## src/rtl/wdt_pkg.sv

```systemverilog
package wdt_pkg;

    localparam logic [4:0] OFF_RELOAD = 5'h00;
    localparam logic [4:0] OFF_STS_A  = 5'h04;
    localparam logic [4:0] OFF_STS_B  = 5'h06;
    localparam logic [4:0] OFF_CTRL   = 5'h08;
    localparam logic [4:0] OFF_INIT   = 5'h12;

    localparam int HALT_BIT  = 11;
    localparam int NOBOOT_BIT = 0;
    localparam int TOUT_BIT  = 3;
    localparam int TOUT2_BIT = 1;

    typedef enum logic {
        RQ_IDLE  = 1'b0,
        RQ_PULSE = 1'b1
    } rq_state_e;

endpackage

```

## src/rtl/wdt_prescaler.sv

```systemverilog
module wdt_prescaler #(
    parameter int TICK_CYC = 60
) (
    input  logic clk,
    input  logic rst_n,
    input  logic run,
    input  logic restart,
    output logic tick
);
    localparam int PW = (TICK_CYC > 1) ? $clog2(TICK_CYC) : 1;
    localparam logic [PW-1:0] LAST = PW'(TICK_CYC - 1);

    logic [PW-1:0] phase_q;

    assign tick = run && (phase_q == LAST);

    always_ff @(posedge clk or negedge rst_n) begin
        if (!rst_n) begin
            phase_q <= '0;
        end else if (restart || !run) begin
            phase_q <= '0;
        end else if (phase_q == LAST) begin
            phase_q <= '0;
        end else begin
            phase_q <= phase_q + 1'b1;
        end
    end

    generate
        if (TICK_CYC > 1) begin : g_space

            tick_space_chk: assert property (@(posedge clk) disable iff (!rst_n)
                tick |=> !tick);
        end
    endgenerate

endmodule

```

## src/rtl/wdt_counter.sv

```systemverilog
module wdt_counter #(
    parameter int CNT_W   = 10,
    parameter int RST_VAL = 4
) (
    input  logic             clk,
    input  logic             rst_n,
    input  logic             tick,
    input  logic             reload,
    input  logic [CNT_W-1:0] init_val,
    output logic [CNT_W-1:0] count,
    output logic             expire
);
    logic [CNT_W-1:0] count_q;

    assign count  = count_q;
    assign expire = tick && !reload && (count_q <= CNT_W'(1));

    always_ff @(posedge clk or negedge rst_n) begin
        if (!rst_n) begin
            count_q <= CNT_W'(RST_VAL);
        end else if (reload || expire) begin
            count_q <= init_val;
        end else if (tick) begin
            count_q <= count_q - 1'b1;
        end
    end


    count_hold_chk: assert property (@(posedge clk) disable iff (!rst_n)
        (!tick && !reload) |=> $stable(count_q));


    count_step_chk: assert property (@(posedge clk) disable iff (!rst_n)
        (tick && !reload && count_q > CNT_W'(1)) |=> (count_q == $past(count_q) - 1'b1));


    expire_load_chk: assert property (@(posedge clk) disable iff (!rst_n)
        expire |=> (count_q == $past(init_val)));

endmodule

```

## src/rtl/wdt_rstreq_fsm.sv

```systemverilog
module wdt_rstreq_fsm
    import wdt_pkg::*;
#(
    parameter int PULSE_LEN = 4
) (
    input  logic clk,
    input  logic rst_n,
    input  logic fire,
    output logic req
);
    localparam int CW = (PULSE_LEN > 1) ? $clog2(PULSE_LEN) : 1;
    localparam logic [CW-1:0] LAST = CW'(PULSE_LEN - 1);

    rq_state_e     state_q, state_d;
    logic [CW-1:0] cnt_q;
    logic          req_q;

    always_comb begin
        state_d = state_q;
        unique case (state_q)
            RQ_IDLE:  if (fire) state_d = RQ_PULSE;
            RQ_PULSE: if (!fire && cnt_q == LAST) state_d = RQ_IDLE;
            default:  state_d = RQ_IDLE;
        endcase
    end

    always_ff @(posedge clk or negedge rst_n) begin
        if (!rst_n) state_q <= RQ_IDLE;
        else        state_q <= state_d;
    end

    always_ff @(posedge clk or negedge rst_n) begin
        if (!rst_n) begin
            cnt_q <= '0;
            req_q <= 1'b0;
        end else begin
            req_q <= (state_d == RQ_PULSE);
            if (fire)                      cnt_q <= '0;
            else if (state_q == RQ_PULSE)  cnt_q <= cnt_q + 1'b1;
        end
    end

    assign req = req_q;

    logic [7:0] run_len;
    always_ff @(posedge clk or negedge rst_n) begin
        if (!rst_n)             run_len <= '0;
        else if (!req_q)        run_len <= '0;
        else if (run_len != '1) run_len <= run_len + 1'b1;
    end


    pulse_start_chk: assert property (@(posedge clk) disable iff (!rst_n)
        fire |=> req_q);


    pulse_len_chk: assert property (@(posedge clk) disable iff (!rst_n)
        $fell(req_q) |-> (run_len >= 8'(PULSE_LEN)));

endmodule

```

## src/rtl/countdown_watchdog.sv

```systemverilog
module countdown_watchdog
    import wdt_pkg::*;
#(
    parameter int CLK_HZ    = 100,
    parameter int CNT_W     = 10,
    parameter int INIT_RST  = 4,
    parameter int INIT_MIN  = 4,
    parameter int PULSE_LEN = 4
) (
    input  logic        clk,
    input  logic        rst_n,
    input  logic [4:0]  bus_addr,
    input  logic        bus_wen,
    input  logic [15:0] bus_wdata,
    output logic [15:0] bus_rdata,
    input  logic        strap_noreboot,
    output logic        sys_rst_req
);
    localparam int TICK_RAW = (CLK_HZ * 6) / 10;
    localparam int TICK_CYC = (TICK_RAW > 0) ? TICK_RAW : 1;
    localparam int SPARE_W  = 16 - CNT_W;

    logic               halt_q, nr_q, tout1_q, tout2_q;
    logic [CNT_W-1:0]   init_q;
    logic [SPARE_W-1:0] spare_q;
    logic [CNT_W-1:0]   count;
    logic               tick, expire, fire, nr_eff;
    logic               wr_reload, wr_sts_a, wr_sts_b, wr_ctrl, wr_init, addr_known;

    assign wr_reload = bus_wen && (bus_addr == OFF_RELOAD);
    assign wr_sts_a  = bus_wen && (bus_addr == OFF_STS_A);
    assign wr_sts_b  = bus_wen && (bus_addr == OFF_STS_B);
    assign wr_ctrl   = bus_wen && (bus_addr == OFF_CTRL);
    assign wr_init   = bus_wen && (bus_addr == OFF_INIT);
    assign addr_known = (bus_addr == OFF_RELOAD) || (bus_addr == OFF_STS_A) ||
                        (bus_addr == OFF_STS_B)  || (bus_addr == OFF_CTRL)  ||
                        (bus_addr == OFF_INIT);

    assign nr_eff = nr_q | strap_noreboot;
    assign fire   = expire && tout1_q && !nr_eff;

    wdt_prescaler #(.TICK_CYC(TICK_CYC)) u_pre (
        .clk(clk), .rst_n(rst_n), .run(!halt_q), .restart(wr_reload), .tick(tick)
    );

    wdt_counter #(.CNT_W(CNT_W), .RST_VAL(INIT_RST)) u_cnt (
        .clk(clk), .rst_n(rst_n), .tick(tick), .reload(wr_reload),
        .init_val(init_q), .count(count), .expire(expire)
    );

    wdt_rstreq_fsm #(.PULSE_LEN(PULSE_LEN)) u_rq (
        .clk(clk), .rst_n(rst_n), .fire(fire), .req(sys_rst_req)
    );

    always_ff @(posedge clk or negedge rst_n) begin
        if (!rst_n) begin
            halt_q  <= 1'b1;
            nr_q    <= 1'b1;
            init_q  <= CNT_W'(INIT_RST);
            spare_q <= '0;
        end else begin
            if (wr_ctrl) begin
                halt_q <= bus_wdata[HALT_BIT];
                nr_q   <= bus_wdata[NOBOOT_BIT];
            end
            if (wr_init) begin
                spare_q <= bus_wdata[15:CNT_W];
                if (bus_wdata[CNT_W-1:0] >= CNT_W'(INIT_MIN))
                    init_q <= bus_wdata[CNT_W-1:0];
            end
        end
    end

    always_ff @(posedge clk or negedge rst_n) begin
        if (!rst_n) begin
            tout1_q <= 1'b0;
            tout2_q <= 1'b0;
        end else begin
            tout1_q <= expire | (tout1_q & !(wr_sts_a & bus_wdata[TOUT_BIT]));
            tout2_q <= (expire & tout1_q) | (tout2_q & !(wr_sts_b & bus_wdata[TOUT2_BIT]));
        end
    end

    always_comb begin
        bus_rdata = '0;
        case (bus_addr)
            OFF_RELOAD: bus_rdata[CNT_W-1:0] = count;
            OFF_STS_A:  bus_rdata[TOUT_BIT]  = tout1_q;
            OFF_STS_B:  bus_rdata[TOUT2_BIT] = tout2_q;
            OFF_CTRL: begin
                bus_rdata[HALT_BIT]   = halt_q;
                bus_rdata[NOBOOT_BIT] = nr_eff;
            end
            OFF_INIT:   bus_rdata = {spare_q, init_q};
            default:    bus_rdata = '0;
        endcase
    end


    init_ignore_chk: assert property (@(posedge clk) disable iff (!rst_n)
        (wr_init && bus_wdata[CNT_W-1:0] < CNT_W'(INIT_MIN)) |=> $stable(init_q));


    noreboot_chk: assert property (@(posedge clk) disable iff (!rst_n)
        $rose(sys_rst_req) |-> !$past(nr_eff));


    second_flag_chk: assert property (@(posedge clk) disable iff (!rst_n)
        $rose(tout2_q) |-> $past(tout1_q));


    undef_write_chk: assert property (@(posedge clk) disable iff (!rst_n)
        (bus_wen && !addr_known) |=> $stable({halt_q, nr_q, init_q, spare_q}));

endmodule

```

## config.mk

```make
export PLATFORM = sky130hd
export DESIGN_NAME = countdown_watchdog
export DESIGN_NICKNAME = d
export VERILOG_FILES = /design/src/rtl/wdt_pkg.sv /design/src/rtl/wdt_prescaler.sv /design/src/rtl/wdt_counter.sv /design/src/rtl/wdt_rstreq_fsm.sv /design/src/rtl/countdown_watchdog.sv
export SDC_FILE = /design/constraint.sdc
export NUM_CORES = 1
export LEC_CHECK = 0
export ABC_AREA = 1
export BUFFER_PORTS_ARGS = -buffer_cell sky130_fd_sc_hd__buf_2
export CORE_MARGIN = 3
export CORE_UTILIZATION = 41
export CTS_CLUSTER_DIAMETER = 80
export DETAILED_ROUTE_END_ITERATION = 8
export PLACE_DENSITY = 0.73
export RECOVER_POWER = 50
export SYNTH_ARGS = -nofsm -noshare
export SYNTH_HDL_FRONTEND = slang
export SYNTH_HIERARCHICAL = 1
export SYNTH_SLANG_ARGS = --single-unit
export TNS_END_PERCENT = 50
```

## constraint.sdc

```tcl
create_clock -name clk -period 5 [get_ports clk]
set_input_delay 0.25 -clock clk [delete_from_list [all_inputs] [get_ports clk]]
set_output_delay 0.25 -clock clk [all_outputs]
set_load 0.02 [all_outputs]
```

==> run metrics, run 1 <==
skew final 0.01072 ns; via count 2220; CTS max path bufs 2; CP Max Fanout 23; Worst Setup End Kind flip-flop; LEAKAGE 1.490 nW; FF-to-FF Start u_pre/phase_q[0]$_DFF_PN0_; DRC violation count after routing 0; commonest non-fill, non-tap cell in the layout nand2_1; met3 wire len 256 microns; most frequent cells in the layout 111 x nand2_1, 45 x nand3_1, 41 x inv_1; max_cap viols 1; GRT overflow 0; Post-Syn Nets 362; final wirelength 5338 microns; post-DP HPWL 4176 microns; Final Cycle Share 51.25%; clock-pin slew on the worst setup and hold paths 0.08 ns; CP max stage cell nor2_1; M1 WL 2450 microns; mapped cell area 2389 sq um; Min Hold Slack 0.1551 ns; Final Hold Vio Count 0; Rel. slew slack -40.53%; worst hold path class in -> reg; Pwr per Cell Area 338.5 nW/um^2; Avg Vias per Cell 4.955; Overall Global Routing Usage 17.51%; core area 5574 sq um; pin count of the biggest net entering global routing 40; average size of a mapped cell 7.173 sq um; # port buffers 41; antenna violations before repair 0; setup bufs post-CTS 0; CP startpoint kind input pin; status finished with violations; power after layout 916.9 uW; Bufs and invs on worst path 1; # setup viols final 0; DP Area 2630 sq um; synth warn 6; R2R Path End u_rq/cnt_q[1]$_DFFE_PN0P_; IO Pins 42; CP startpoint bus_addr[3]; slowest stage delay, CP 1.07 ns; Yosys cell types 35; Final Cell Area 2709 sq um; cts repair resizes 0; Seq/Total Area, Yosys 41.07%; cells after synthesis 333; top layer in use met4; Nets 404; CTS tree done; die width 82.33 microns; Routed wire per std cell 11.92 microns; Initial Util 42.85%; maximum clock rate 390.3 MHz; Worst-Margin Slew 2.108 ns; clock sink count 39; Worst EP required 5.19 ns; Final Util 48.60%; Worst-Skew Late Latency 0.30 ns; DRT iter0 DRCs 147; Yosys reg bits 39; gpl congestion 0.9675; cts hold-fix bufs 0; ANT nets after route 0; n_diodes 0; Max IR drop VDD 0.1473 mV; Max Slew Vio Count 40; global-route wire length before repair 9045 microns; reg2reg path depth 14; area delta synth->final 13.41%; min Tclk post-route 2.562 ns; clock buffer count from CTS 5; worst reg-to-reg setup slack 2.81 ns; layout cells sized above 1 18.35%; num rows 27; CTS H-Tree Depth 2; setup TNS 0 ns; WS Path Type in -> reg; crit path to init_q[3]$_DFFE_PN0P_; die area 6777 sq um; DIE HEIGHT 82.33 microns; routed wl met2 2532 microns; RSZ-0062 raised after global routing false; root buf cell clkbuf_8; crit path DAT 2.76 ns; crit-path cells clkbuf_1 > nor2_1 > nand2_4 > nor2_1 > nand2_2 > nand2_1 > nand2_1; TritonRoute pass-1 iters 6; failing checks max-capacitance violations, max-slew violations; Crit path depth 7; number of global-route vias before repair 2043; critical path's top delay family simple AND/OR/NAND/NOR gates
==> routing by layer <==
metal  track usage, %  up-vias
li1                 -     1124
met3            3.905       10
met4            7.641        0
met1            22.14     1026
met2            28.61       60
met5                0        -
==> final cells by class <==
cell class                      count  area [sq um]
Fill cell                         548          2865
Multi-Input combinational cell    244          1167
Sequential cell                    39         980.9
Timing Repair Buffer               41         198.9
Inverter                           44         167.7
Clock buffer                        7         96.34
Tap cell                           72         90.09
Clock inverter                      1         7.507
==> power by group <==
| part | leakage [nW] | internal [mW] | switching, mW |
|---|---|---|---|
| logic | 0.945 | 0.0971 | 0.146 |
| clock network | 0.0505 | 0.125 | 0.112 |
| registers | 0.494 | 0.380 | 0.0568 |
==> worst register-to-register path, cell delays in order (launching register included) <==
cell and delay, ns:
dfrtp_1 0.37, ha_1 0.21, inv_1 0.05, nor2_1 0.08, nand3_1 0.12, nor2_1 0.17, nand2_1 0.09, nor2_2 0.15
nand3_4 0.15, inv_1 0.10, inv_1 0.06, nor4_1 0.25, inv_1 0.14, nand3_1 0.09, nand2_1 0.05
==> state kept, by name (all words and copies together), names as in the netlist <==
| register | cells |
|---|---|
| tout1_q | 1 |
| spare_q | 6 |
| init_q | 10 |
| u_cnt/count | 10 |
| u_rq/cnt_q | 2 |
| u_pre/phase_q | 6 |
| u_rq/req | 1 |
| nr_q | 1 |
| halt_q | 1 |
| tout2_q | 1 |
==> stage by stage <==
stage          cells  setup slack [ns]
2_1_floorplan    333             3.059
3_3_place_gp     440             2.621
3_5_place_dp     440             2.551
4_1_cts          448             2.796
5_1_grt          448             2.161
6_report         448             2.438
==> Yosys cell counts <==
cell type | number | area (sq um)
buf_2 | 1 | 5.000
a21oi_1 | 2 | 10.01
dfrtp_1 | 35 | 875.8
buf_6 | 2 | 22.52
nor4_1 | 1 | 6.260
inv_4 | 1 | 6.260
o21ai_1 | 7 | 35.03
dfstp_2 | 4 | 105.1
and2_1 | 2 | 12.51
nand2_1 | 111 | 416.7
o211ai_1 | 1 | 7.510
xnor2_1 | 3 | 26.28
nor2_8 | 1 | 20.02
buf_4 | 1 | 7.510
nor3b_1 | 1 | 7.510
nor2_2 | 7 | 43.79
nand3b_1 | 1 | 7.510
nand3_1 | 45 | 225.2
nor2_1 | 31 | 116.4
o22ai_1 | 1 | 6.260
xor2_1 | 1 | 8.760
nand4_1 | 4 | 25.02
o21ai_0 | 7 | 35.03
o21ai_2 | 1 | 8.760
nand3_4 | 1 | 17.52
inv_1 | 41 | 153.9
ha_1 | 4 | 50.05
nor2_4 | 3 | 33.78
buf_1 | 1 | 3.750
nand2_4 | 2 | 22.52
nor3_1 | 1 | 5.000
inv_2 | 2 | 7.510
nand2_2 | 5 | 31.28
o21bai_1 | 1 | 7.510
buf_8 | 1 | 15.01
==> cell families after synthesis <==
logic type / after synthesis / share of synthesized area (%)
AO/OA/AOI/OAI: 20 / 4.610
buffers and inverters: 50 / 9.272
flip-flops: 39 / 41.07
adder cells (fa/ha/maj): 4 / 2.095
AND/OR/NAND/NOR: 216 / 41.49
XOR/XNOR: 4 / 1.467
==> worst min-delay path by stage <==
stage	cells past startpoint	end	start	slack (ns)
global placement	1	u_cnt/count[6]$_DFFE_PN0P_	rst_n	0.42
global route	3	spare_q[4]$_DFFE_PN0P_	bus_wdata[14]	0.17
finish	3	halt_q$_DFFE_PN1P_	bus_wdata[11]	0.16
detailed placement	1	u_cnt/count[8]$_DFFE_PN0P_	rst_n	0.43
CTS	1	init_q[7]$_DFFE_PN0P_	rst_n	0.10
floorplan	0	init_q[0]$_DFFE_PN0P_	rst_n	-0.05
Power figures use the tool's default switching activity.
==> run 2, diff against run 1 <==
==> constraint.sdc (replaced) <==
create_clock -name clk -period 2.6 [get_ports clk]
set_input_delay 0.13 -clock clk [delete_from_list [all_inputs] [get_ports clk]]
set_output_delay 0.13 -clock clk [all_outputs]
set_load 0.02 [all_outputs]
==> run metrics, run 2 (synthesis gave the netlist of run 1 again) <==
via count 2220 (unchanged); Final Util 48.62% (was 48.60%); slowest stage delay, CP 1.09 ns (was 1.07 ns); max_cap viols 0 (was 1); root buf cell clkbuf_8 (unchanged); status finished, final reports clean (was finished with violations); GRT overflow 0 (unchanged); CP Max Fanout 23 (unchanged); # setup viols final 0 (unchanged); crit path DAT 2.48 ns (was 2.76 ns); num rows 27 (unchanged); maximum clock rate 437.0 MHz; Avg Vias per Cell 4.922 (was 4.955); Worst-Skew Late Latency 0.29 ns (was 0.30 ns); commonest non-fill, non-tap cell in the layout nand2_1 (unchanged); Rel. slew slack 6.610% (was -40.53%); Final Cycle Share 88.00%; die area 6777 sq um (unchanged); DP Worst Slack 0.4369 ns (was 2.551 ns); clock buffer count from CTS 5 (unchanged); Worst EP required 2.79 ns (was 5.19 ns); setup TNS 0 ns (unchanged); min Tclk post-route 2.288 ns; global-route wire length before repair 9156 microns (was 9045 microns); skew final 0.01087 ns (was 0.01072 ns); final wirelength 5456 microns (was 5338 microns); clock sink count 39 (unchanged); core area 5574 sq um (unchanged); layout cells sized above 1 17.94% (was 18.35%); DIE HEIGHT 82.33 microns (unchanged); Initial Util 42.85% (unchanged); post-DP HPWL 4058 microns (was 4176 microns); antenna violations before repair 0 (unchanged); Nets 408 (was 404); Min Hold Slack 0.03669 ns (was 0.1551 ns); CP startpoint kind input pin (unchanged); Fill cells 564 (was 548); Max IR drop VDD 0.3064 mV (was 0.1473 mV); Pwr per Cell Area 627.3 nW/um^2 (was 338.5 nW/um^2); n_diodes 0 (unchanged); TritonRoute pass-1 iters 4 (was 6); RSZ-0062 raised after global routing false (unchanged); pin count of the biggest net entering global routing 40 (unchanged); number of global-route vias before repair 2020 (was 2043); gpl congestion 0.9334 (was 0.9675); WS Path Type in -> reg (unchanged); CP max stage cell nor2_1 (unchanged); crit-path cells clkbuf_1 > nand2_2 > nor2_4 > nand2_1 > nor2_1 > nand2_2 > nand2_1 > nand2_1 (was clkbuf_1 > nor2_1 > nand2_4 > nor2_1 > nand2_2 > nand2_1 > nand2_1); Max Slew Vio Count 0 (was 40); ANT nets after route 0 (unchanged); worst hold path class in -> reg (unchanged); CTS max path bufs 2 (unchanged); Worst Setup End Kind flip-flop (unchanged); Final Hold Vio Count 0 (unchanged); setup bufs post-CTS 0 (unchanged); clock-pin slew on the worst setup and hold paths 0.08 ns (about the same); IO Pins 42 (unchanged); DRT iter0 DRCs 172 (was 147); most frequent cells in the layout 112 x nand2_1, 45 x nand3_1, 41 x inv_1 (was 111 x nand2_1, 45 x nand3_1, 41 x inv_1); CTS H-Tree Depth 2 (unchanged); Routed wire per std cell 12.10 microns (was 11.92 microns); Crit path top cell by count nand2_1; CTS tree done (unchanged); DRC violation count after routing 0 (unchanged); power after layout 1.700 mW (was 916.9 uW); LEAKAGE 1.471 nW (was 1.490 nW); crit path setup slack, layout 0.3119 ns (was 2.438 ns); cts hold-fix bufs 1 (was 0); area delta synth->final 13.46% (was 13.41%); Worst-Margin Slew 1.396 ns (was 2.108 ns); cts repair resizes 0 (unchanged); Overall Global Routing Usage 17.55% (was 17.51%); # port buffers 41 (unchanged); die width 82.33 microns (unchanged)
==> run 2: layout make-up <==
class                      instances  area [sq um]  share of cell area [%]
tap                               72         90.09                   3.324
timing repair buffer              45         229.0                   8.449
clock inverter                     1         7.507                  0.2770
inverter                          44         167.7                   6.187
multi-input combinational        244          1162                   42.89
clock buffer                       6         72.57                   2.678
sequential                        39         980.9                   36.20
==> run 2: final timing paths <==
path | from | to | slack (ns) | depth (start not counted)
worst min register to register | u_pre/phase_q[0]$_DFF_PN0_ | u_pre/phase_q[0]$_DFF_PN0_ | 0.46 | 1
min in group asynchronous | rst_n | u_pre/phase_q[5]$_DFF_PN0_ | 0.49 | 2
worst max register to register | u_pre/phase_q[1]$_DFF_PN0_ | u_rq/cnt_q[0]$_DFFE_PN0P_ | 0.41 | 14
worst min-delay path | bus_wdata[11] | halt_q$_DFFE_PN1P_ | 0.04 | 3
worst max-delay path | bus_addr[4] | init_q[8]$_DFFE_PN0P_ | 0.31 | 8
max in group asynchronous | rst_n | u_cnt/count[9]$_DFFE_PN0P_ | 1.57 | 2
==> run 2: metal layers <==
layer / track usage [%] / part of all wire, % / vias to the layer above
met5: 0 / 0 / -
met4: 7.807 / 2.1 / 0
met3: 2.928 / 3.4 / 11
met2: 27.80 / 48 / 53
met1: 23.51 / 46 / 1027
li1: - / - / 1129
==> run 2: through the flow <==
stage	cells	area, sq um
after detailed placement	443	2653
final	451	2710
after global routing	451	2710
after global placement	443	2653
after CTS	451	2743
after floorplan	333	2389
==> run 2: power breakdown <==
group	switching (mW)	internal, mW
combinational	0.280	0.188
sequential	0.105	0.731
clock	0.212	0.184
total	0.597	1.10
==> run 2: critical path: cells and delay by family <==
kind	cells	cell delay, ns
buffers and inverters	1	0.13
and+or+nand+nor	7	2.21
